--- config.mk ---
export PLATFORM = sky130hd
export DESIGN_NAME = gpio_edge_irq_unit
export DESIGN_NICKNAME = d
export VERILOG_FILES = /design/src/rtl/gpio_edge_pkg.sv /design/src/rtl/gpio_edge_detect.sv /design/src/rtl/gpio_edge_status.sv /design/src/rtl/gpio_edge_regs.sv /design/src/rtl/gpio_edge_irq_unit.sv
export SDC_FILE = /design/constraint.sdc
export NUM_CORES = 1
export LEC_CHECK = 0
export BUFFER_PORTS_ARGS = -buffer_cell sky130_fd_sc_hd__buf_4
export CAP_MARGIN = 40
export CELL_PAD_IN_SITES_DETAIL_PLACEMENT = 2
export CELL_PAD_IN_SITES_GLOBAL_PLACEMENT = 2
export CORE_MARGIN = 3
export CORE_UTILIZATION = 35
export CTS_BUF_LIST = sky130_fd_sc_hd__clkbuf_16
export DETAILED_ROUTE_END_ITERATION = 8
export GPL_TIMING_DRIVEN = 1
export PLACE_DENSITY = 0.81
export SYNTH_ARGS = -nofsm -noshare
export SYNTH_HDL_FRONTEND = slang
export SYNTH_SLANG_ARGS = --single-unit
--- constraint.sdc ---
create_clock -name clk -period 2.9 [get_ports clk]
set_input_delay 0.145 -clock clk [delete_from_list [all_inputs] [get_ports clk]]
set_output_delay 0.145 -clock clk [all_outputs]
set_load 0.1 [all_outputs]
--- src/rtl/gpio_edge_pkg.sv ---
`timescale 1ns/1ps
package gpio_edge_pkg;
   localparam int unsigned OFS_RISE_ARM = 0;
   localparam int unsigned OFS_FALL_ARM = 4;
   localparam int unsigned OFS_PENDING  = 8;
   localparam int unsigned MIN_SYNC     = 2;
endpackage

--- src/rtl/gpio_edge_detect.sv ---
`timescale 1ns/1ps
module gpio_edge_detect #(
   parameter int unsigned NUM_PINS    = 28,
   parameter int unsigned SYNC_STAGES = 2
) (
   input  logic                clk,
   input  logic                rst,
   input  logic [NUM_PINS-1:0] pins_raw,
   input  logic [NUM_PINS-1:0] arm_rise,
   input  logic [NUM_PINS-1:0] arm_fall,
   output logic [NUM_PINS-1:0] hit_mask
);
   localparam int unsigned TOP = SYNC_STAGES - 1;

   if (SYNC_STAGES < gpio_edge_pkg::MIN_SYNC) begin : g_bad_sync
      $error("SYNC_STAGES must be at least 2");
   end

   for (genvar p = 0; p < NUM_PINS; p++) begin : g_pin
      logic [SYNC_STAGES-1:0] chain_q;
      logic                   last_q;

      always_ff @(posedge clk) begin
         if (rst) begin
            chain_q <= '0;
            last_q  <= 1'b0;
         end else begin
            chain_q <= {chain_q[TOP-1:0], pins_raw[p]};
            last_q  <= chain_q[TOP];
         end
      end

      assign hit_mask[p] = (arm_rise[p] &  chain_q[TOP] & ~last_q)
                         | (arm_fall[p] & ~chain_q[TOP] &  last_q);
   end

   // nothing may register a hit on a pin with no direction armed
   assert_unarmed_quiet_R5: assert property (@(posedge clk) disable iff (rst)
      ((hit_mask & ~(arm_rise | arm_fall)) == '0));
endmodule

--- src/rtl/gpio_edge_status.sv ---
`timescale 1ns/1ps
module gpio_edge_status #(
   parameter int unsigned NUM_PINS = 28
) (
   input  logic                clk,
   input  logic                rst,
   input  logic [NUM_PINS-1:0] hit_mask,
   input  logic [NUM_PINS-1:0] wipe_mask,
   output logic [NUM_PINS-1:0] pend_q
);
   always_ff @(posedge clk) begin
      if (rst) pend_q <= '0;
      else     pend_q <= (pend_q & ~wipe_mask) | hit_mask;
   end

   assert_reset_clears_R1: assert property (@(posedge clk)
      rst |=> (pend_q == '0));

   // a captured hit always survives into the pending mask
   assert_hit_wins_R7: assert property (@(posedge clk) disable iff (rst)
      1'b1 |=> ((pend_q & $past(hit_mask)) == $past(hit_mask)));

   // wiped bits without a hit drop
   assert_wipe_clears_R6: assert property (@(posedge clk) disable iff (rst)
      1'b1 |=> ((pend_q & $past(wipe_mask & ~hit_mask)) == '0));

   // bits not wiped keep their value
   assert_keep_unwiped_R6: assert property (@(posedge clk) disable iff (rst)
      1'b1 |=> ((pend_q & $past(pend_q & ~wipe_mask)) == $past(pend_q & ~wipe_mask)));
endmodule

--- src/rtl/gpio_edge_regs.sv ---
`timescale 1ns/1ps
module gpio_edge_regs #(
   parameter int unsigned NUM_PINS = 28,
   parameter int unsigned ADDR_W   = 4,
   parameter int unsigned DATA_W   = 32
) (
   input  logic                clk,
   input  logic                rst,
   input  logic [ADDR_W-1:0]   bus_addr,
   input  logic                bus_wr,
   input  logic                bus_rd,
   input  logic [DATA_W-1:0]   bus_wdata,
   input  logic [NUM_PINS-1:0] pend_q,
   output logic [NUM_PINS-1:0] arm_rise,
   output logic [NUM_PINS-1:0] arm_fall,
   output logic [NUM_PINS-1:0] wipe_mask,
   output logic [DATA_W-1:0]   bus_rdata
);
   import gpio_edge_pkg::*;

   if (NUM_PINS >= DATA_W) begin : g_bad_width
      $error("NUM_PINS must be narrower than DATA_W");
   end

   localparam logic [ADDR_W-1:0] A_RISE = ADDR_W'(OFS_RISE_ARM);
   localparam logic [ADDR_W-1:0] A_FALL = ADDR_W'(OFS_FALL_ARM);
   localparam logic [ADDR_W-1:0] A_PEND = ADDR_W'(OFS_PENDING);

   logic                sel_rise, sel_fall, sel_pend;
   logic [NUM_PINS-1:0] wr_bits;
   logic [NUM_PINS-1:0] rd_pick;
   logic [DATA_W-1:0]   rd_wide;
   logic                unused_hi;

   assign sel_rise  = (bus_addr == A_RISE);
   assign sel_fall  = (bus_addr == A_FALL);
   assign sel_pend  = (bus_addr == A_PEND);
   assign wr_bits   = bus_wdata[NUM_PINS-1:0];
   assign unused_hi = ^bus_wdata[DATA_W-1:NUM_PINS];
   assign wipe_mask = (bus_wr && sel_pend) ? wr_bits : '0;

   always_ff @(posedge clk) begin
      if (rst) begin
         arm_rise <= '0;
         arm_fall <= '0;
      end else if (bus_wr) begin
         if (sel_rise) arm_rise <= wr_bits;
         if (sel_fall) arm_fall <= wr_bits;
      end
   end

   always_comb begin
      if (sel_rise)      rd_pick = arm_rise;
      else if (sel_fall) rd_pick = arm_fall;
      else if (sel_pend) rd_pick = pend_q;
      else               rd_pick = '0;
      rd_wide                = '0;
      rd_wide[NUM_PINS-1:0]  = rd_pick;
   end

   always_ff @(posedge clk) begin
      if (rst)         bus_rdata <= '0;
      else if (bus_rd) bus_rdata <= rd_wide;
   end

   // upper data bits never carry anything
   assert_upper_zero_R10: assert property (@(posedge clk) disable iff (rst)
      (bus_rdata[DATA_W-1:NUM_PINS] == '0));
endmodule

--- src/rtl/gpio_edge_irq_unit.sv ---
`timescale 1ns/1ps
module gpio_edge_irq_unit #(
   parameter int unsigned NUM_PINS    = 28,
   parameter int unsigned NUM_DIRECT  = 8,
   parameter int unsigned SYNC_STAGES = 2,
   parameter int unsigned ADDR_W      = 4,
   parameter int unsigned DATA_W      = 32
) (
   input  logic                  clk,
   input  logic                  rst,
   input  logic [NUM_PINS-1:0]   gpio_in,
   input  logic [ADDR_W-1:0]     bus_addr,
   input  logic                  bus_wr,
   input  logic                  bus_rd,
   input  logic [DATA_W-1:0]     bus_wdata,
   output logic [DATA_W-1:0]     bus_rdata,
   output logic [NUM_DIRECT-1:0] irq_pin,
   output logic                  irq_bank
);
   if (NUM_DIRECT == 0 || NUM_DIRECT > NUM_PINS) begin : g_bad_direct
      $error("NUM_DIRECT must lie in 1..NUM_PINS");
   end

   logic [NUM_PINS-1:0] arm_rise, arm_fall, wipe_mask, hit_mask, pend_q;

   gpio_edge_regs #(.NUM_PINS(NUM_PINS), .ADDR_W(ADDR_W), .DATA_W(DATA_W)) u_regs (
      .clk(clk), .rst(rst), .bus_addr(bus_addr), .bus_wr(bus_wr), .bus_rd(bus_rd),
      .bus_wdata(bus_wdata), .pend_q(pend_q), .arm_rise(arm_rise), .arm_fall(arm_fall),
      .wipe_mask(wipe_mask), .bus_rdata(bus_rdata)
   );

   gpio_edge_detect #(.NUM_PINS(NUM_PINS), .SYNC_STAGES(SYNC_STAGES)) u_detect (
      .clk(clk), .rst(rst), .pins_raw(gpio_in), .arm_rise(arm_rise),
      .arm_fall(arm_fall), .hit_mask(hit_mask)
   );

   gpio_edge_status #(.NUM_PINS(NUM_PINS)) u_status (
      .clk(clk), .rst(rst), .hit_mask(hit_mask), .wipe_mask(wipe_mask), .pend_q(pend_q)
   );

   assign irq_pin  = pend_q[NUM_DIRECT-1:0];
   assign irq_bank = |pend_q;

   // the bank line is high whenever a direct line is high
   assert_bank_covers_R9: assert property (@(posedge clk) disable iff (rst)
      (|irq_pin) |-> irq_bank);
endmodule

==> results_dict.tcl <==
set metrics [dict create \
    cp-end-kind "output pin" \
    finalCoreUtilization_pct 44.8 \
    final_antenna_net_count 0 \
    viasPerCell 5.32 \
    maxSlewHeadroom_pct 44.6 \
    coreArea_sq_mm 0.0214 \
    r2r-start "u_status.pend_q[12]" \
    startpoint "u_status.pend_q[19]" \
    synth.distinct_cells 31 \
    p_per_area_mw_per_mm2 571 \
    finalWeightedCongestion 0.757 \
    syn_area_sq_mm 0.00777 \
    finalCriticalPeriod_ns 2.11 \
    cts_resized 0 \
    clock_latency_ns 0.43 \
    crit_path_end "irq_bank" \
    cts_max_level 4 \
    synthDominantCellAreaShare_pct 50.5 \
    start_util_pct 36.3 \
    antenna_found_initial 0 \
    peakVddDrop_uv 309 \
    tightest_slew_ns 0.831 \
    pin_count 109 \
    syn_to_final_growth_pct 23.5 \
    worstSetupPathType "reg -> out" \
    period_share_pct 72.7 \
    final_common_cell "dfxtp_1" \
    dp_hpwl_mm 14.1 \
    drc_errors 0 \
    layout_common_cells "dfxtp_1 (196), nand2b_1 (113), buf_4 (108), nor2b_1 (84), nand3b_1 (56)" \
    numPortBuffers 100 \
    ys_warn_count 0 \
    grt_usage_pct 20.7 \
    clock_sinks 196 \
    grt_pass1_wl_mm 39.4 \
    drive_gt1_share_pct 15.1 \
    ctsRootBufferMaster "clkbuf_16" \
    clkTransAtPathRegs_ns 0.07 \
    cap_violations 0 \
    cts_made_buffers 17 \
    drv_slew 0 \
    rows 53 \
    hold_path.class "in -> reg" \
    rrSetupSlack_ns 1.85 \
    hold_viol 0 \
    grt_pass1_vias 6995 \
    grt_max_degree 115 \
    r2r_end "u_regs.bus_rdata[12]" \
    setup_viol 0 \
    die_y_microns 155 \
    final_nets 991 \
    gr-total-overflow 0 \
    cts_tree "yes" \
    synth_largest_area_cell "dfxtp_1" \
    total_power_w 0.00548 \
    slowest_stage "nor4_1" \
    n_fill_cell 2278 \
    drt-total-wl_mm 24.7 \
    start_kind "flip-flop" \
    hold_buffers 43 \
    required_ns 2.76 \
    synth_seq_cells 196 \
    rsz0062_at_grt "no" \
    synthTopCellsByArea "dfxtp_1 (50%), nand2b_1 (9.1%), nor2b_1 (6.8%), nand3b_1 (5.4%), mux2i_1 (3.6%)" \
    clk_path_buf_depth 2 \
    ys_seq_area_share_pct 50.5 \
    post_cts_buffers 0 \
    path_max_fanout 3 \
    wl_per_cell_microns 20.4 \
    die_w_microns 155 \
    synthCells 819 \
    cp_cell_sequence "nor4_1 -> and4_1 -> nand4_1 -> buf_4" \
    critPathArrivalTime_ns 1.96 \
    clock.fmax_mhz 474 \
    reg2regPathDepth 3 \
    leakage_nw 3.50 \
    slowest_delay_ns 0.46 \
    status "completed" \
    die_area_sq_mm 0.0240 \
    drt_iter0_markers 287 \
    skew_ns 0.00535 \
    antenna_cells 0 \
    tns_ns 0 \
    avgSynthCellArea_sq_um 9.49 \
    route.vias.total 6428 \
    drt_pass1_iterations 5 \
]
## power breakdown
group          leakage [nW]  switching, W  internal (W)
Clock                 0.248       0.00104       0.00116
Combinational          1.66      0.000298      0.000203
Sequential             1.59     0.0000362       0.00275
## flip-flops by register name, summed over array words and instances, names as in the netlist
signal and count:
u_detect.g_pin.chain_q 56, u_detect.g_pin.last_q 28, u_regs.arm_fall 28, u_regs.arm_rise 28, u_regs.bus_rdata 28, u_status.pend_q 28
## worst min path at each step
stage / from / end / slack (ns) / cells past startpoint
floorplan: gpio_in[0] / u_detect.g_pin[0].chain_q[0] / 0.27 / 1
global placement: gpio_in[18] / u_detect.g_pin[18].chain_q[0] / 0.35 / 2
detailed placement: gpio_in[16] / u_detect.g_pin[16].chain_q[0] / 0.36 / 2
CTS: bus_wdata[27] / u_regs.arm_fall[27] / 0.002 / 3
global route: bus_wdata[27] / u_regs.arm_fall[27] / 0.005 / 3
finish: bus_wdata[22] / u_regs.arm_rise[22] / 0.01 / 3
## routing by layer
metal / vias up / share of wire [%] / track usage (%)
met4: 0 / 1.2 / 4.50
met5: - / 0 / 0
met1: 3245 / 45 / 26.9
met2: 125 / 50 / 36.0
met3: 19 / 3.9 / 3.67
li1: 3039 / - / -
## kinds of logic after synthesis
family,after synthesis,synth area share (%)
and+or+nand+nor,352,27.5
AOI/OAI and AO/OA,168,13.5
DFF,196,50.5
other,1,0.0482
buffers and inverters,74,4.84
muxes,28,3.61
## critical path, delay by kind of cell (launching register included)
family,cells,cell delay (ns)
simple gates,3,0.92
flops,1,0.33
buf+inv,1,0.29
## final cells by class
cell class	count	area (sq um)	area share (%)
Sequential cell	196	3920	40.9
Multi-Input combinational cell	552	3500	36.5
Timing Repair Buffer	155	1310	13.6
Clock buffer	17	425	4.43
Tap cell	275	344	3.58
Clock inverter	12	93.8	0.978
Inverter	1	3.75	0.0391
## stage by stage
step                std cells  instance area (sq um)  hold slack (ns)  setup slack, ns
floorplan                 822                   7780            0.273             1.15
global placement         1135                   8630            0.353             1.01
detailed placement       1136                   8650            0.362            0.994
CTS                      1208                   9600          0.00178            0.781
global route             1208                   9600          0.00501            0.653
finish                   1208                   9600           0.0137            0.791
## synthesized netlist by cell type
master,n
nand3b_1,56
nand2b_1,113
or4_1,1
nor3_2,1
o21ai_0,53
nor4b_2,1
inv_1,1
buf_6,1
dfxtp_1,196
buf_4,12
or4b_1,1
nor4_1,7
clkbuf_1,45
nand3_1,28
mux2i_1,28
o21ai_1,3
and4_1,1
o32ai_1,28
buf_2,11
nor2b_1,84
buf_1,2
a21oi_1,28
conb_1,1
or4b_4,1
a22oi_1,28
nand4_1,1
nand2_1,28
nor2_1,28
buf_12,2
a31oi_1,28
nor2_8,1
Note: power is estimated with default switching activity, not from simulation.
